===== config.mk =====
export PLATFORM = sky130hd
export DESIGN_NAME = omega_net
export DESIGN_NICKNAME = d
export VERILOG_FILES = /design/src/rtl/omega_net.sv
export SDC_FILE = /design/constraint.sdc
export NUM_CORES = 1
export LEC_CHECK = 0
export BUFFER_PORTS_ARGS = -buffer_cell sky130_fd_sc_hd__buf_4
export CAP_MARGIN = 40
export CORE_MARGIN = 3
export CORE_UTILIZATION = 56
export DETAILED_ROUTE_END_ITERATION = 10
export GPL_ROUTABILITY_DRIVEN = 1
export PLACE_DENSITY = 0.87
export SETUP_SLACK_MARGIN = 0.5
export SLEW_MARGIN = 15
export SYNTH_ARGS = -nofsm -noshare
export SYNTH_HDL_FRONTEND = slang
export SYNTH_SLANG_ARGS = --single-unit

===== constraint.sdc =====
create_clock -name clk -period 5.1 [get_ports clk]
set_input_delay 1.53 -clock clk [delete_from_list [all_inputs] [get_ports clk]]
set_output_delay 1.53 -clock clk [all_outputs]
set_load 0.03 [all_outputs]

===== src/rtl/omega_net.sv =====
module omega_net #(
  parameter int N_PORTS = 8,
  parameter int DATA_W  = 16,
  parameter int REG_OUT = 1
) (
  input  logic                      clk,
  input  logic                      rst,
  input  logic [N_PORTS-1:0]        in_valid,
  input  logic [N_PORTS*$clog2(N_PORTS)-1:0] in_dest,
  input  logic [N_PORTS*DATA_W-1:0] in_data,
  output logic [N_PORTS-1:0]        out_valid,
  output logic [N_PORTS*DATA_W-1:0] out_data,
  output logic [N_PORTS-1:0]        in_blocked
);
  localparam int AW = $clog2(N_PORTS);
  localparam int ST = AW;
  localparam int H  = N_PORTS / 2;

  logic              vld [ST+1][N_PORTS];
  logic [AW-1:0]     dst [ST+1][N_PORTS];
  logic [AW-1:0]     src [ST+1][N_PORTS];
  logic [DATA_W-1:0] dat [ST+1][N_PORTS];

  for (genvar i = 0; i < N_PORTS; i++) begin : g_in
    assign vld[0][i] = in_valid[i];
    assign dst[0][i] = in_dest[i*AW +: AW];
    assign src[0][i] = AW'(i);
    assign dat[0][i] = in_data[i*DATA_W +: DATA_W];
  end

  // after the left-rotate shuffle, switch j sees positions j (upper) and j+H (lower)
  for (genvar k = 0; k < ST; k++) begin : g_stage
    for (genvar j = 0; j < H; j++) begin : g_sw
      logic a_v, a_b, b_b, b_go;
      logic up_a, up_b, lo_a, lo_b;
      assign a_v  = vld[k][j];
      assign a_b  = dst[k][j][AW-1-k];
      assign b_b  = dst[k][j+H][AW-1-k];
      assign b_go = vld[k][j+H] & ~(a_v & (a_b == b_b));
      assign up_a = a_v  & ~a_b;
      assign up_b = b_go & ~b_b;
      assign lo_a = a_v  &  a_b;
      assign lo_b = b_go &  b_b;

      assign vld[k+1][2*j]   = up_a | up_b;
      assign dst[k+1][2*j]   = up_a ? dst[k][j] : dst[k][j+H];
      assign src[k+1][2*j]   = up_a ? src[k][j] : src[k][j+H];
      assign dat[k+1][2*j]   = up_a ? dat[k][j] : dat[k][j+H];

      assign vld[k+1][2*j+1] = lo_a | lo_b;
      assign dst[k+1][2*j+1] = lo_a ? dst[k][j] : dst[k][j+H];
      assign src[k+1][2*j+1] = lo_a ? src[k][j] : src[k][j+H];
      assign dat[k+1][2*j+1] = lo_a ? dat[k][j] : dat[k][j+H];
    end
  end

  logic [N_PORTS-1:0]        ov_c, dlv_c, blk_c;
  logic [N_PORTS*DATA_W-1:0] od_c;

  always_comb begin
    ov_c  = '0;
    od_c  = '0;
    dlv_c = '0;
    for (int p = 0; p < N_PORTS; p++) begin
      if (vld[ST][p]) begin
        ov_c[p]                = 1'b1;
        od_c[p*DATA_W +: DATA_W] = dat[ST][p];
        dlv_c[src[ST][p]]      = 1'b1;
      end
    end
  end

  assign blk_c = in_valid & ~dlv_c;

  if (REG_OUT != 0) begin : g_reg
    always_ff @(posedge clk) begin
      if (rst) begin
        out_valid  <= '0;
        out_data   <= '0;
        in_blocked <= '0;
      end else begin
        out_valid  <= ov_c;
        out_data   <= od_c;
        in_blocked <= blk_c;
      end
    end
  end else begin : g_comb
    assign out_valid  = ov_c;
    assign out_data   = od_c;
    assign in_blocked = blk_c;
  end
endmodule


==> key figures <==
Die
  • Initial Utilization: between 50% and 60%
  • Die Area: ~0.018 mm²
  • IO Pins: a little over 300
  • Core Region: 0.0159 mm²
  • Num rows: 46
  • Die height: roughly 130 µm
  • Die Wd: ~130 µm

Timing
  • Max Clk Rate: approximately 280 MHz
  • Hold_ws: 1.36 ns
  • Max Slew Vio Count: 0
  • Final Hold Viols: 0
  • Setup-failing EPs final: 0
  • Tcrit/Tclk final: around 69%
  • Unrepaired setup endpoints after global routing: false
  • Fin Setup TNS: 0 ns
  • Period minus WS final: 3.52 ns
  • Slew of the pin with the lowest slew margin: about 0.88 ns
  • Final setup margin: 1.58 ns
  • Slew headroom: between 40% and 50%

Layout
  • Area Overhead vs Synth: 33.9%
  • Sequential Area: 0.00288 mm²
  • Multi-input logic area: around 0.0059 mm²
  • Diode count: 0
  • Fin nets: about 1,400
  • Layout cell share with drive strength beyond 1: 30.3%
  • Filler instances: between 1,000 and 1,500
  • Post-route cell area: approximately 0.012 mm²

Synthesis
  • Post-Synthesis Cell Area: between 0.009 and 0.01 mm²
  • Synth top area cells: mux2i_1 (41%), dfxtp_1 (31%), nor2_1 (5.1%), nand2_1 (2.7%), buf_2 (2.5%)
  • Yosys warns: 0
  • Top cell type's share of synthesized area: about two fifths
  • Main synth FF type: dfxtp_1
  • Cells after Synth: approximately 1,000
  • Register area share after synthesis: around a third
  • Seq cells post-synth: approximately 140
  • Ys async rst share: 0%
  • Largest area contributor in the netlist: mux2i_1
  • Mapped Avg Cell Area: just over 9 µm²
  • Number of synthesized flops with an enable pin: 0
  • Post-synth cell types: between 60 and 70
  • Syn nets: roughly 1,200

Pwr
  • Combinational Power Share: between 30% and 40%
  • Worst VDD drop: between 0.0002 and 0.00025 V
  • Sw frac: between 30% and 40%
  • Int Pwr: about 2.4 mW
  • Leak: between 5 and 6 nW
  • Sequential Power Share: between 30 and 40%
  • Power Density: approximately 310 mW/mm²
  • Clk pwr share: about 34%
  • Switching Power: about 1.4 mW
  • Overall Power: approximately 3.8 mW

Run
  • MaxCap Viol Count: 0

Status
  • Status: completed

Clock network
  • Post-CTS setup buffers: 0
  • CTS clk-pin slew, worst paths: 0.06 ns
  • CTS tree: built
  • H-tree Lvls: 4
  • Cts repair resizes: 0
  • Root Buffer: clkbuf_16
  • Clk buf depth: 2
  • Cts bufs inserted: 17
  • CTS hold repair buffers: 0
  • Clock Sinks: between 100 and 150

Global route
  • Initial antenna violation count: 0
  • Global Route Usage Sum: 38.6%
  • First-pass GRT wire length: between 50,000 and 60,000 µm
  • Pin count of the biggest net entering global routing: 24
  • GRT overflow: 0
  • Vias in the first global route: just under 9,000

Hold path
  • WHS Path Cells: 2
  • Worst hold start: rst
  • Hold crit path type: in -> reg
  • Min-Delay Endpoint: in_blocked[4]

Worst setup path
  • Max FO, Critical Path: 11
  • Data arrival time of the worst path: ~3.9 ns
  • CP Launch Type: primary input
  • Worst Path Class, Setup: in -> reg
  • CP Capture Type: flip-flop
  • Req. time, crit path: 5.46 ns

Route
  • # DRC: 0
  • Total number of vias: between 9,000 and 10,000
  • DR vias/cell: about 6.2
  • Routed WL: around 36,000 µm
  • DRT antenna net count: 0
  • DR WL/cell: 24.1 µm
  • Detailed-router iteration count before antenna repair: 6
  • Initial DRC Count: around 1,100

Place
  • GPL Wtd Cong: 1.04
  • Detail Placement HPWL: roughly 28,000 µm
  • Cell Area, Placed: 0.0117 mm²
  • Worst slack at placement: between 1 and 1.5 ns
  • Port bufs: 305
[cells in the final DEF, fill, tap and decap left out, types with 5 or more instances in the layout]
cell and n:
buf_4 333, o21ai_0 8, nor3b_1 5, nor2_1 125
nand2_1 66, nor3_1 16, clkbuf_16 17, nand2b_1 8
a31oi_1 5, xnor2_1 5, nand3_1 12, a21oi_1 27
inv_1 16, nand3b_1 6, nor4_1 5, and3b_1 6
mux2i_1 378, dfxtp_1 144
[routing by layer]
metal	global-route usage, %	part of all wire (%)
met1	51.8	40
met2	59.2	44
met3	11.2	12
met4	14.5	3.9
met5	0	0
[metrics by stage]
stage	instances	utilization, %
finish	1508	77.0
CTS	1508	77.0
detailed placement	1476	73.1
global placement	1475	73.0
global route	1508	77.0
floorplan	997	-
[worst max-delay path by stage]
| stage | depth (start not counted) | start | end |
|---|---|---|---|
| floorplan | 9 | in_dest[1] | out_data[39] |
| global placement | 9 | in_dest[8] | in_blocked[5] |
| detailed placement | 8 | in_dest[8] | in_blocked[7] |
| CTS | 8 | in_dest[8] | in_blocked[7] |
| global route | 8 | in_dest[8] | in_blocked[7] |
| finish | 8 | in_dest[5] | in_blocked[3] |
[power groups by stage]
| stage | registers (mW) | logic, mW | clock network [mW] |
|---|---|---|---|
| floorplan | 1.45 | 0.563 | 0 |
| global placement | 1.28 | 1.19 | 0 |
| detailed placement | 1.28 | 1.21 | 0 |
| CTS | 1.25 | 1.22 | 1.31 |
| global route | 1.26 | 1.31 | 1.35 |
| finish | 1.26 | 1.25 | 1.32 |
[cells in the mapped netlist, drive strengths merged (4+ instances only)]
| master | count |
|---|---|
| mux2i | 379 |
| dfxtp | 144 |
| nor2 | 126 |
| nand2 | 67 |
| buf | 57 |
| a21oi | 29 |
| inv | 17 |
| nor3 | 16 |
| o21ai | 16 |
| clkbuf | 14 |
| nand3 | 12 |
| nand2b | 8 |
| a31oi | 6 |
| and3b | 6 |
| nand3b | 6 |
| nor3b | 5 |
| nor4 | 5 |
| o31ai | 5 |
| xnor2 | 5 |
| a21o | 4 |
| a41oi | 4 |
| nand4 | 4 |
| nor2b | 4 |
[sequential cells by signal (all words and copies together), names as in the netlist]
signal      flops
out_valid       8
out_data      128
in_blocked      8
[critical path, cell delays in order]
cell and delay, ns:
buf_4 0.13, nand2b_1 0.37, a21oi_1 0.56, a31o_1 0.35, or2_1 0.20, nor3_1 0.06
or4_1 0.49, nor3_1 0.18
[cell type report]
class / count / share of cell area (%)
clock buffers: 18 / 3.58
clock inverters: 14 / 1.44
inverters: 17 / 0.520
multi-input cells: 765 / 48.3
flip-flops and latches: 144 / 23.5
well taps: 216 / 2.20
repair buffers: 334 / 20.5
[logic make-up (layout without fill, tap and decap cells)]
group                     Yosys count  in the layout  synth area share (%)
muxes                             381            381                  41.6
and+or+nand+nor                   279            279                  14.1
DFF                               144            144                  31.4
AOI/OAI and AO/OA                  98             98                  7.72
buffers and inverters              88            383                  4.54
xor gates and xnor gates            6              6                 0.573
other                               1              1                0.0409
Power figures use the tool's default switching activity.
